<file path="src/rtl/tiSboxPkg.sv">
package tiSboxPkg;
  localparam int SHARE_W   = 4;
  localparam int SHARE_CNT = 3;
  localparam int MAT_W     = SHARE_W * SHARE_W;
  localparam int BUS_W     = SHARE_W * SHARE_CNT;

  typedef struct packed {
    logic [MAT_W-1:0]   mat;
    logic [SHARE_W-1:0] cst;
  } affineCfg_t;

  typedef struct packed {
    logic loadMid;
    logic loadOut;
  } stageStrobe_t;

  // Component function of the quadratic map; reads share i and share j only.
  function automatic logic [3:0] quadComponent(input logic [3:0] si, input logic [3:0] sj);
    logic ai, bi, ci, di, bj, cj, dj;
    logic [3:0] r;
    ai = si[0]; bi = si[1]; ci = si[2]; di = si[3];
    bj = sj[1]; cj = sj[2]; dj = sj[3];
    r[0] = ai;
    r[1] = bi ^ (bj & dj) ^ (cj & dj) ^ (dj & bi) ^ (dj & ci) ^ (bj & di) ^ (cj & di);
    r[2] = ci ^ (bj & dj) ^ (dj & bi) ^ (bj & di);
    r[3] = di;
    return r;
  endfunction
endpackage

</file>
<file path="src/rtl/tiAffineLayer.sv">
module tiAffineLayer
  import tiSboxPkg::*;
#(
  parameter int W   = SHARE_W,
  parameter int CNT = SHARE_CNT
) (
  input  logic [W*W-1:0] mat,
  input  logic [W-1:0]   cst,
  input  logic [W*CNT-1:0] din,
  output logic [W*CNT-1:0] dout
);
  for (genvar s = 0; s < CNT; s++) begin : gShare
    for (genvar r = 0; r < W; r++) begin : gRow
      assign dout[s*W + r] = (^(mat[r*W +: W] & din[s*W +: W])) ^ cst[r];
    end
  end
endmodule

</file>
<file path="src/rtl/tiQuadLayer.sv">
module tiQuadLayer
  import tiSboxPkg::*;
(
  input  logic [BUS_W-1:0] din,
  output logic [BUS_W-1:0] dout
);
  // Output share k uses shares (k+1) and (k+2) modulo the share count.
  for (genvar k = 0; k < SHARE_CNT; k++) begin : gComp
    localparam int I = (k + 1) % SHARE_CNT;
    localparam int J = (k + 2) % SHARE_CNT;
    assign dout[k*SHARE_W +: SHARE_W] =
      quadComponent(din[I*SHARE_W +: SHARE_W], din[J*SHARE_W +: SHARE_W]);
  end
endmodule

</file>
<file path="src/rtl/tiSboxDatapath.sv">
module tiSboxDatapath
  import tiSboxPkg::*;
(
  input  logic         clk,
  input  logic         rstN,
  input  stageStrobe_t strobe,
  input  logic [BUS_W-1:0] inShares,
  input  affineCfg_t   cfgIn,
  input  affineCfg_t   cfgMid,
  input  affineCfg_t   cfgOut,
  output logic [BUS_W-1:0] outShares
);
  logic [BUS_W-1:0] afterIn, afterQ1, afterMid, midReg, afterQ2, afterOut, outReg;

  tiAffineLayer uAffIn (.mat(cfgIn.mat), .cst(cfgIn.cst), .din(inShares), .dout(afterIn));
  tiQuadLayer   uQuad1 (.din(afterIn), .dout(afterQ1));
  tiAffineLayer uAffMid (.mat(cfgMid.mat), .cst(cfgMid.cst), .din(afterQ1), .dout(afterMid));

  always_ff @(posedge clk) begin
    if (!rstN)              midReg <= '0;
    else if (strobe.loadMid) midReg <= afterMid;
  end

  tiQuadLayer   uQuad2 (.din(midReg), .dout(afterQ2));
  tiAffineLayer uAffOut (.mat(cfgOut.mat), .cst(cfgOut.cst), .din(afterQ2), .dout(afterOut));

  always_ff @(posedge clk) begin
    if (!rstN)               outReg <= '0;
    else if (strobe.loadOut) outReg <= afterOut;
  end

  assign outShares = outReg;
endmodule

</file>
<file path="src/rtl/tiSboxControl.sv">
module tiSboxControl
  import tiSboxPkg::*;
(
  input  logic         clk,
  input  logic         rstN,
  input  logic         inValid,
  output stageStrobe_t strobe,
  output logic         outValid
);
  logic midValid, doneValid;

  always_ff @(posedge clk) begin
    if (!rstN) begin
      midValid  <= 1'b0;
      doneValid <= 1'b0;
    end else begin
      midValid  <= inValid;
      doneValid <= midValid;
    end
  end

  always_comb begin
    strobe.loadMid = inValid;
    strobe.loadOut = midValid;
  end

  assign outValid = doneValid;
endmodule

</file>
<file path="src/rtl/tiSboxTop.sv">
module tiSboxTop
  import tiSboxPkg::*;
(
  input  logic        clk,
  input  logic        rstN,
  input  logic        inValid,
  input  logic [11:0] inShares,
  input  logic [15:0] cfgInMat,
  input  logic [3:0]  cfgInConst,
  input  logic [15:0] cfgMidMat,
  input  logic [3:0]  cfgMidConst,
  input  logic [15:0] cfgOutMat,
  input  logic [3:0]  cfgOutConst,
  output logic        outValid,
  output logic [11:0] outShares
);
  stageStrobe_t strobe;
  affineCfg_t   cfgIn, cfgMid, cfgOut;

  assign cfgIn  = '{mat: cfgInMat,  cst: cfgInConst};
  assign cfgMid = '{mat: cfgMidMat, cst: cfgMidConst};
  assign cfgOut = '{mat: cfgOutMat, cst: cfgOutConst};

  tiSboxControl uCtrl (
    .clk(clk), .rstN(rstN), .inValid(inValid), .strobe(strobe), .outValid(outValid)
  );

  tiSboxDatapath uData (
    .clk(clk), .rstN(rstN), .strobe(strobe), .inShares(inShares),
    .cfgIn(cfgIn), .cfgMid(cfgMid), .cfgOut(cfgOut), .outShares(outShares)
  );
endmodule

</file>
<file path="config.mk">
export PLATFORM = sky130hd
export DESIGN_NAME = tiSboxTop
export DESIGN_NICKNAME = d
export VERILOG_FILES = /design/src/rtl/tiSboxPkg.sv /design/src/rtl/tiAffineLayer.sv /design/src/rtl/tiQuadLayer.sv /design/src/rtl/tiSboxDatapath.sv /design/src/rtl/tiSboxControl.sv /design/src/rtl/tiSboxTop.sv
export SDC_FILE = /design/constraint.sdc
export NUM_CORES = 1
export LEC_CHECK = 0
export BUFFER_PORTS_ARGS = -buffer_cell sky130_fd_sc_hd__clkbuf_2
export CORE_AREA = 2 2 85 87
export CTS_CLUSTER_DIAMETER = 100
export DETAILED_ROUTE_END_ITERATION = 16
export DIE_AREA = 0 0 87 89
export GPL_TIMING_DRIVEN = 0
export PLACE_DENSITY = 0.83
export RECOVER_POWER = 50
export SYNTH_ARGS = -nofsm -noshare
export SYNTH_HDL_FRONTEND = slang
export SYNTH_SLANG_ARGS = --single-unit
</file>
<file path="constraint.sdc">
create_clock -name clk -period 3.16 [get_ports clk]
set_input_delay 0.158 -clock clk [delete_from_list [all_inputs] [get_ports clk]]
set_output_delay 0.158 -clock clk [all_outputs]
set_load 0.01 [all_outputs]
</file>
== Word level (Yosys, flattened, before mapping) ==
Index checks and enable logic that the tools add are counted.

* Logic and storage cells: 202
* Flip-flop bits (word level): 26
* Input bits: 75
* Memories kept: 0
* Bits in latches: 0
* RAM bits: 0
* Output and inout port bits: 13
* Memory bits (read-only): 0

* Divide/modulo/power cells: 0
* Multiply operators: 0
* Bitwise gates (word level): 162
* Reduce and logical (&&, ||, !) cells: 36
* $add $sub $neg: 0
* Mux-type cells: 0
* Shifts and indexed selects: 0
* Magnitude comparators: 0
* Eq/ne operators: 0

{| class="wikitable"
|+ Operators by type and width
! kind !! number
|-
| AND 4 bit || 36
|-
| parity 4 bit || 36
|-
| bitwise XOR 1 bit || 90
|-
| AND 1 bit || 36
|}

== Depth between registers and ports, before layout ==
Gate-level depths: netlist of the first run.

* Word-level depth: 13
* Mapped depth: 10
* Mapped depth without buffers: 9

== By module ==
A second synthesis of the first run with hierarchy kept.

* Cell total of the unflattened synthesis: 438
* Area, all modules: 3756.1 um^2

{| class="wikitable"
|+ By module, submodules not included
! module !! instances !! area an instance (um^2) !! sequential area each (um^2) !! cells each
|-
| tiAffineLayer || 3 || 660.6 || 0.0 || 84
|-
| tiSboxDatapath || 1 || 900.9 || 480.5 || 76
|-
| tiQuadLayer || 2 || 402.9 || 0.0 || 52
|-
| tiSboxControl || 1 || 67.6 || 40.0 || 6
|}

== Least setup slack after synthesis of the first run ==
Ideal clock, no wire load.

* Kind: input-to-reg
* From: input port inShares[10]
* To: register uData.midReg[4]
* Stages on the path: 9
* Path slack: 0.780 ns
* Data arrival time: 2.301 ns
* Buffers on the path: 0
* Setup time: 0.079 ns
* Data required time: 3.081 ns
* Cells stage by stage: nand2_1 xnor3_2 xnor2_1 nor4_2 a211oi_4 mux2i_1 xnor2_1 or3b_1 o211ai_1

* Word-level cells in the longest chain between the ends: 12
* Elaborated cells on any way between the ends: 28
* Those cells by class: bitwise (23); reduce/logical (5)

{| class="wikitable"
|+ RTL lines
! element !! RTL line !! RTL
|-
| start: declaration || tiSboxTop.sv:7 || <nowiki>input logic [11:0] inShares,</nowiki>
|-
| AND 4 bit || tiAffineLayer.sv:14 || <nowiki>assign dout[s*W + r] = (^(mat[r*W +: W] & din[s*W +: W])) ^ cst[r];</nowiki>
|-
| parity 4 bit || tiAffineLayer.sv:14 ||
|-
| bitwise XOR 1 bit || tiAffineLayer.sv:14 ||
|-
| bitwise XOR 1 bit (6 in series) || tiSboxPkg.sv:24 || <nowiki>r[1] = bi ^ (bj & dj) ^ (cj & dj) ^ (dj & bi) ^ (dj & ci) ^ (bj & di) ^ (cj & di);</nowiki>
|-
| AND 4 bit (*) || tiAffineLayer.sv:14 ||
|-
| parity 4 bit (*) || tiAffineLayer.sv:14 ||
|-
| bitwise XOR 1 bit (*) || tiAffineLayer.sv:14 ||
|-
| end signal: assignment || tiSboxDatapath.sv:21 || <nowiki>else if (strobe.loadMid) midReg <= afterMid;</nowiki>
|-
| end: declaration || tiSboxDatapath.sv:13 || <nowiki>logic [BUS_W-1:0] afterIn, afterQ1, afterMid, midReg, afterQ2, afterOut, outReg;</nowiki>
|}

Every way passes the cells marked *; elsewhere a longest branch is shown, timed or not.
A chain may end at the register's enable or synchronous reset.

== Final worst setup path of the first run ==
Same ends and word-level chain as after synthesis.

==> flow_summary.ini, run 1 <==
[worst_hold_path]
hold_path_class = in -> reg

[clock_network]
postCtsHoldBufs = 0
ctsLongestPathBuffers = 2
cts_resized = 0
clkTransAtPathRegs_ns = 0.10
cts_made_buffers = 3
cts_tree = done
clock-sinks = 26
insertion_delay_ns = 0.28
cts-root-buf = clkbuf_8
post-cts-setup-buffers = 0
htreeDepth = 1

[detailed_routing]
wl_mm = 9.72
route.detailed.drc = 0
viasPerCell = 5.57
wl_per_cell_um = 14.8
vias = 3653
drt.antenna.violating_nets = 0
drt_pass1_iterations = 4
first_iter_violations = 232

[logic_synthesis]
avgSynthCellArea_um2 = 7.66
synthAdderAreaFrac_pct = 0
synth.distinct_cells = 45
synth_edf_count = 0
seq_area_frac_synth_pct = 14.0
yosysTopAreaCellShare_pct = 27.5
synth_common_cells = nand2_1 (137), xnor2_1 (117), nand3_1 (27), dfxtp_1 (26), mux2i_1 (24)
yosysTopAreaCell = xnor2_1
ys_ff_latch = 26
async_reset_ff_share_pct = 0
synth_top_family_by_area = XOR/XNOR gates
syn_area_um2 = 3720
synth-simple-area-share_pct = 27.3
muxShareOfSynthArea_pct = 6.75
syn_nets = 561
ys.warnings.count = 0
synth_area_leaders = xnor2_1 (28%), dfxtp_1 (14%), nand2_1 (14%)
yosysMostFrequentCell = nand2_1
ys.flop_type = dfxtp_1
synthXorXnorAreaFrac_pct = 41.5
synthCells = 486
synth_compound_area_share_pct = 6.99

[global_route]
grt_overflow = 0
antenna_found_initial = 0
grt_pass1_vias = 3692
grt_pass1_wl_mm = 16.2
grt_usage_pct = 25.6
grt_start_max_net_pins = 16

[sta]
slew_viol_final = 0
relSlewSlack_pct = 36.2
setup_tns_ns = 0
timing.final.crit_period_ns = 2.64
setup_viol = 0
timing.fmax_mhz = 379
fin_crit_sh_pct = 83.5
rsz0062_at_grt = no
hold_viol_final = 0
max_slew.worst_pin.slew_ns = 0.950
clock_skew_ns = 0.00357
layout_setup_ws_ns = 0.521

[cells_and_area]
layout-drive-gt1-share_pct = 17.0
area_growth_pct = 15.7
post-route-util_pct = 64.1
layout.nets = 652
design_area_um2 = 4310
antenna_cells = 0
layout.cells.non_filler = 656

[placement]
numPortBuffers = 86
dp.cells = 652
pre_cts_slack_ns = 0.263
hpwl_mm = 7.92
gp_congestion = 0.918
dpl_cell_area_um2 = 4250

[die]
die_h_um = 89
die_area_um2 = 7740
ios = 88
coreArea_um2 = 6720
num_rows = 30
start_util_pct = 55.4
die_width_um = 87

[critical_path]
worstPathMaxFanout = 7
required_ns = 3.36
cp-end-kind = register
cp_common_cell = xnor2_1
cp_slowest_stage_delay_ns = 0.57
cp-start-kind = primary input
worstPathArrival_ns = 2.84
cp_slowest_cell = xnor2_1
path_class = in -> reg
path_cells = clkbuf_2 -> nand2_1 -> xnor3_2 -> xnor2_1 -> nor4_2 -> a211oi_4 -> mux2i_1 -> xnor2_1 -> or3b_1 -> o211ai_1

[run]
cap_violations = 0

[pwr]
power_density_nw_per_um2 = 672
cellLeakagePower_uw = 0.00178
irDropWorstVdd_v = 0.000268

[status]
outcome = finished, final reports clean
[registers in the layout, summed over array words and instances (netlist names)]
signal and count:
uData.midReg 12, uCtrl.outValid 1, uData.outShares 12, uCtrl.midValid 1
[where the power goes]
| part | switching, uW | internal, uW |
|---|---|---|
| combinational | 1150 | 948 |
| sequential | 88.0 | 427 |
| clock | 116 | 170 |
| total | 1350 | 1540 |
[area by class of cell]
type	count	area (um2)
buffer	16	103
clock buffer	3	41.3
clock inverter	1	30.0
fill	594	2410
inverter	7	26.3
multi-input combinational	437	3070
sequential	26	520
tap	80	100
timing repair buffer	86	414
[placed cells by master (no fill, tap or decap), types with 2 or more instances in the layout]
master	count
dfxtp_1	26
o21ai_0	9
nor2b_1	14
buf_6	2
clkbuf_1	22
xnor3_1	5
o2111ai_1	4
mux2i_1	24
or3b_1	3
clkbuf_2	73
buf_2	2
xnor3_2	3
inv_1	7
or3_1	5
o21ai_1	5
nand2_1	137
nand4_1	4
nand3b_1	13
clkbuf_8	4
nand3_1	27
and3_1	2
nor2_1	8
o211ai_1	4
xnor2_2	2
xnor2_1	117
xor2_1	21
a21oi_1	6
nand2b_1	6
a211o_1	4
clkdlybuf4s50_2	2
[cell families (layout without fill, tap and decap cells)]
group | after synthesis | count (layout)
and+or+nand+nor | 221 | 221
xor gates and xnor gates | 153 | 153
AOI/OAI and AO/OA | 38 | 38
DFF | 26 | 26
muxes | 25 | 25
buffers and inverters | 23 | 113
[metal layers]
metal / GRT usage [%] / part of all wire [%] / vias to the layer above / routed length, um
met4: 6.68 / 2.0 / 0 / 191
met1: 30.9 / 41 / 1740 / 4000
met3: 3.05 / 5.2 / 22 / 503
li1: - / - / 1781 / -
met5: 0 / 0 / - / 0
met2: 48.1 / 52 / 110 / 5030
[critical path: cells and delay by family]
| kind | cells | cell delay, ns |
|---|---|---|
| simple gates | 3 | 0.60 |
| compound gates | 2 | 0.52 |
| xor+xnor | 3 | 1.17 |
| buf+inv | 1 | 0.12 |
| mux | 1 | 0.27 |
[worst paths after layout]
path	start	end	slack (ns)	cells past startpoint
setup / recovery	inShares[10]	uData.midReg[4]	0.52	10
hold / removal	cfgMidMat[14]	uData.midReg[3]	0.22	3
setup reg to reg	uData.midReg[11]	uData.outShares[7]	0.77	10
hold reg to reg	uData.outShares[7]	uData.outShares[7]	0.53	2
[per-stage QoR]
step,hold slack (ns),total power (uW)
floorplan,0.319,2130
global placement,0.500,2520
detailed placement,0.507,2590
CTS,0.213,2880
global route,0.239,3130
finish,0.218,2900
No activity file was read; power rests on OpenSTA's default activity.
==> inputs of run 2 (changes only) <==
--- a/config.mk
+++ b/config.mk
@@ -6,12 +6,12 @@
 export NUM_CORES = 1
 export LEC_CHECK = 0
 export BUFFER_PORTS_ARGS = -buffer_cell sky130_fd_sc_hd__clkbuf_2
-export CORE_AREA = 2 2 85 87
+export CORE_AREA = 2 2 90 92
 export CTS_CLUSTER_DIAMETER = 100
 export DETAILED_ROUTE_END_ITERATION = 16
-export DIE_AREA = 0 0 87 89
+export DIE_AREA = 0 0 92 94
 export GPL_TIMING_DRIVEN = 0
-export PLACE_DENSITY = 0.83
+export PLACE_DENSITY = 0.78
 export RECOVER_POWER = 50
 export SYNTH_ARGS = -nofsm -noshare
 export SYNTH_HDL_FRONTEND = slang
==> constraint.sdc (replaced) <==
create_clock -name clk -period 2.4 [get_ports clk]
set_input_delay 0.12 -clock clk [delete_from_list [all_inputs] [get_ports clk]]
set_output_delay 0.12 -clock clk [all_outputs]
set_load 0.01 [all_outputs]
==> flow_summary.ini, run 2 (synthesis results as in run 1) <==
[critical_path]
cp-startpoint = inShares[5]
cp-start-kind = primary input
rr_startpoint = uData.midReg[3]
path_class = in -> reg
reg2reg_to = uData.outShares[11]
reg2reg_depth = 8
regToRegSetupSlack_ns = 0.33
cp-end-kind = register
worstPathMaxFanout = 8
worstPathArrival_ns = 2.52
required_ns = 2.56

[sta]
setup_viol = 0
relSlewSlack_pct = 49.6
slew_viol_final = 0
hold_slack_ns = 0.179
timing.final.crit_period_ns = 2.35
clock_skew_ns = 0.00236
fin_crit_sh_pct = 98.0
rsz0062_at_grt = yes
timing.fmax_mhz = 425
max_slew.worst_pin.slew_ns = 0.756
hold_viol_final = 0

[pwr]
power.switching_uw = 1780
cellLeakagePower_uw = 0.00184
pwr-share-comb_pct = 75.7
irDropWorstVdd_v = 0.000341
sw_frac_of_total_pct = 46.4
power_density_nw_per_um2 = 849
intPower_uw = 2060
share_seq_of_total_power_pct = 17.8
pwr-share-clk_pct = 6.5

[detailed_routing]
drt_pass1_iterations = 6
wl_per_cell_um = 14.4
wl_mm = 9.87
route.detailed.drc = 0
vias = 3611
viasPerCell = 5.28
first_iter_violations = 200
drt.antenna.violating_nets = 0

[cells_and_area]
antenna_cells = 0
mostFrequentLayoutCell = nand2_1
layout-drive-gt1-share_pct = 20.6
final_cell_mix = nand2_1 (136), xnor2_1 (112), clkbuf_2 (72)
area_growth_pct = 21.6
design_area_um2 = 4530
layout.nets = 659

[clock_network]
clock-sinks = 26
insertion_delay_ns = 0.27
htreeDepth = 1
cts_made_buffers = 3
ctsLongestPathBuffers = 2
clkTransAtPathRegs_ns = 0.09
cts-root-buf = clkbuf_8
postCtsHoldBufs = 0
cts_tree = done

[placement]
gp_congestion = 0.979
numPortBuffers = 86
dpl_cell_area_um2 = 4280
hpwl_mm = 8.01

[worst_hold_path]
hold_path_depth = 3
hold_path_class = in -> reg
hold_end = uData.midReg[0]
hp-start = cfgMidMat[2]

[die]
die_h_um = 94
num_rows = 32
die_width_um = 92
die_area_um2 = 8650
coreArea_um2 = 7610
start_util_pct = 48.9
ios = 88

[global_route]
grt_start_max_net_pins = 14
grt_pass1_wl_mm = 15.5
antenna_found_initial = 0
grt_usage_pct = 22.1
grt_overflow = 0
grt_pass1_vias = 3499

[run]
cap_violations = 0

[status]
outcome = finished, final reports clean
[run 2: layout make-up]
type,instances,area (um2)
multi-input combinational,437,3220
sequential,26,520
timing repair buffer,94,493
tap,102,128
clock buffer,3,41.3
buffer,15,101
inverter,7,26.3
fill,712,3080
[run 2: worst max-delay path, cell delays in order]
cell and delay [ns]:
clkbuf_2 0.12, nand2_1 0.09, xnor2_1 0.37, xnor3_1 0.49
and3_1 0.22, o21ai_0 0.28, a21oi_1 0.13, a31oi_2 0.41
a211o_1 0.21, nand3_1 0.06
[run 2: per-layer routing]
metal	share of wire (%)	vias to the layer above	global-route usage [%]
li1	-	1797	-
met1	37	1654	23.0
met2	55	135	45.1
met3	5.6	25	1.52
met4	2.6	0	9.45
met5	0	-	0
[run 2: how the worst max path moves through the flow]
stage	slack [ns]	to	cells after the start
2_1_floorplan	0.06	uData.midReg[4]	9
3_3_place_gp	-0.42	uData.midReg[1]	10
3_5_place_dp	-0.46	uData.midReg[6]	10
4_1_cts	-0.01	uData.midReg[1]	10
5_1_grt	-0.08	uData.midReg[2]	10
6_report	0.05	uData.midReg[1]	10
[run 2: timing repair]
item                       in CTS  in global routing
pin swaps                       1                 12
setup endpoints to repair      11                 15
buffers inserted                0                  8
gates resized for setup         5                 20
gates cloned                    0                  0
[run 2: per-stage QoR]
| stage | util (%) | setup WS, ns | power (uW) | std cells | setup TNS, ns |
|---|---|---|---|---|---|
| after floorplan | - | 0.0577 | 2810 | 486 | 0 |
| after global placement | 56.3 | -0.420 | 3300 | 674 | -4.22 |
| after detailed placement | 56.3 | -0.455 | 3390 | 674 | -4.41 |
| after CTS | 57.3 | -0.0147 | 3670 | 677 | -0.0169 |
| after global routing | 59.5 | -0.0798 | 4140 | 684 | -0.292 |
| final | 59.5 | 0.0469 | 3840 | 684 | 0 |
[run 2: power by group through the flow]
stage                     Clock [uW]  Combinational, uW  Sequential (uW)
final                            251               2910              684
after global routing             269               3170              704
after CTS                        256               2740              671
after detailed placement           0               2710              681
after global placement             0               2630              671
after floorplan                    0               2130              681
==> inputs of run 3 (changes only) <==
--- a/config.mk
+++ b/config.mk
@@ -11,6 +11,7 @@
 export DETAILED_ROUTE_END_ITERATION = 16
 export DIE_AREA = 0 0 92 94
 export GPL_TIMING_DRIVEN = 0
+export MAX_ROUTING_LAYER = met4
 export PLACE_DENSITY = 0.78
 export RECOVER_POWER = 50
 export SYNTH_ARGS = -nofsm -noshare
==> flow_summary.ini, run 3 (synthesis results as in run 1) <==
[detailed_routing]
route.detailed.drc = 0
wl_per_cell_um = 14.1
drt_pass1_iterations = 4
first_iter_violations = 178
drt.antenna.violating_nets = 0
vias = 3570
wl_mm = 9.68
viasPerCell = 5.22

[sta]
max_slew.worst_pin.slew_ns = 0.691
setup_viol = 0
hold_viol_final = 0
timing.fmax_mhz = 427
relSlewSlack_pct = 53.6
clock_skew_ns = 0.00384
hold_slack_ns = 0.192
fin_crit_sh_pct = 97.5
timing.final.crit_period_ns = 2.34
slew_viol_final = 0

[critical_path]
worstPathArrival_ns = 2.53
path_cells = clkbuf_2 -> nand2_1 -> xnor2_4 -> xnor3_4 -> and3_1 -> a211oi_4 -> buf_4 -> mux2i_1 -> xnor2_1 -> or3b_1 -> o211ai_1
cp_slowest_stage_delay_ns = 0.47
path_class = in -> reg
worstPathMaxFanout = 6
cp_slowest_cell = xnor3_4
cp-end-kind = register
cp-start-kind = primary input
required_ns = 2.59

[clock_network]
clock-sinks = 26
insertion_delay_ns = 0.27
cts-root-buf = clkbuf_8
cts_made_buffers = 3
ctsLongestPathBuffers = 2
htreeDepth = 1
clkTransAtPathRegs_ns = 0.09
postCtsHoldBufs = 0
cts_tree = done

[die]
die_area_um2 = 8650
coreArea_um2 = 7610
die_h_um = 94
die_width_um = 92
ios = 88
start_util_pct = 48.9
num_rows = 32

[placement]
hpwl_mm = 7.96
dpl_cell_area_um2 = 4280
numPortBuffers = 86
gp_congestion = 1.02

[global_route]
grt_pass1_wl_mm = 15.7
antenna_found_initial = 0
grt_overflow = 0
grt_usage_pct = 22.7
grt_pass1_vias = 3525
grt_start_max_net_pins = 14

[pwr]
irDropWorstVdd_v = 0.000391
power_density_nw_per_um2 = 846
cellLeakagePower_uw = 0.00185

[cells_and_area]
final_cell_mix = nand2_1 (137), xnor2_1 (112), clkbuf_2 (74)
mostFrequentLayoutCell = nand2_1
layout-drive-gt1-share_pct = 20.1
antenna_cells = 0
multiInputGateArea_um2 = 3220
design_area_um2 = 4510
layout.area.seq_um2 = 520
area_growth_pct = 21.2
layout.nets = 659
fill_cells = 715

[worst_hold_path]
hold_path_class = in -> reg

[status]
outcome = finished, final reports clean

[run]
cap_violations = 0
[run 3: path summary, 6_finish.rpt]
| kind | cells past startpoint | slack [ns] | to | startpoint |
|---|---|---|---|---|
| max | 11 | 0.06 | uData.midReg[7] | inShares[2] |
| min reg2reg | 2 | 0.52 | uData.outShares[8] | uData.outShares[8] |
| max reg2reg | 8 | 0.27 | uData.outShares[2] | uData.midReg[9] |
| min | 3 | 0.19 | uData.midReg[0] | cfgMidMat[2] |
[run 3: layer usage]
layer,global-route usage (%),vias up,routed length (um)
met4,7.46,0,165
met2,44.7,89,5390
met1,24.1,1676,3780
met5,-,-,0
li1,-,1789,-
met3,1.44,16,341
[run 3: cell type report]
| cell class | instances | share of cell area, % |
|---|---|---|
| Multi-Input combinational cell | 437 | 71.4 |
| Sequential cell | 26 | 11.5 |
| Timing Repair Buffer | 94 | 10.5 |
| Tap cell | 102 | 2.83 |
| Buffer | 15 | 2.22 |
| Clock buffer | 3 | 0.915 |
| Inverter | 7 | 0.582 |
[run 3: critical path: cells and delay by family]
| family | cells | cell delay, ns |
|---|---|---|
| AO/OA/AOI/OAI | 2 | 0.26 |
| XOR/XNOR | 3 | 0.86 |
| buffers and inverters | 2 | 0.32 |
| AND/OR/NAND/NOR | 3 | 0.74 |
| multiplexers | 1 | 0.23 |
[run 3: stage by stage]
stage | setup WS [ns] | cells | util, % | setup TNS, ns | total power, uW
3_5_place_dp | -0.469 | 674 | 56.3 | -4.68 | 3380
2_1_floorplan | 0.0577 | 486 | - | 0 | 2810
6_report | 0.0599 | 684 | 59.3 | 0 | 3810
5_1_grt | -0.00549 | 684 | 59.3 | -0.00818 | 4120
4_1_cts | 0.0298 | 679 | 57.7 | 0 | 3690
3_3_place_gp | -0.422 | 674 | 56.3 | -4.26 | 3310
[run 3: power breakdown]
group | switching (uW) | internal (uW) | total [uW]
Sequential | 120 | 562 | 682
Combinational | 1520 | 1360 | 2880
Clock | 136 | 113 | 248
Total | 1780 | 2040 | 3810
[run 3: timing repair]
action                     CTS  global route
setup endpoints to repair   11            14
buffers inserted             2             6
pin swaps                    1             8
gates resized for setup      6            16
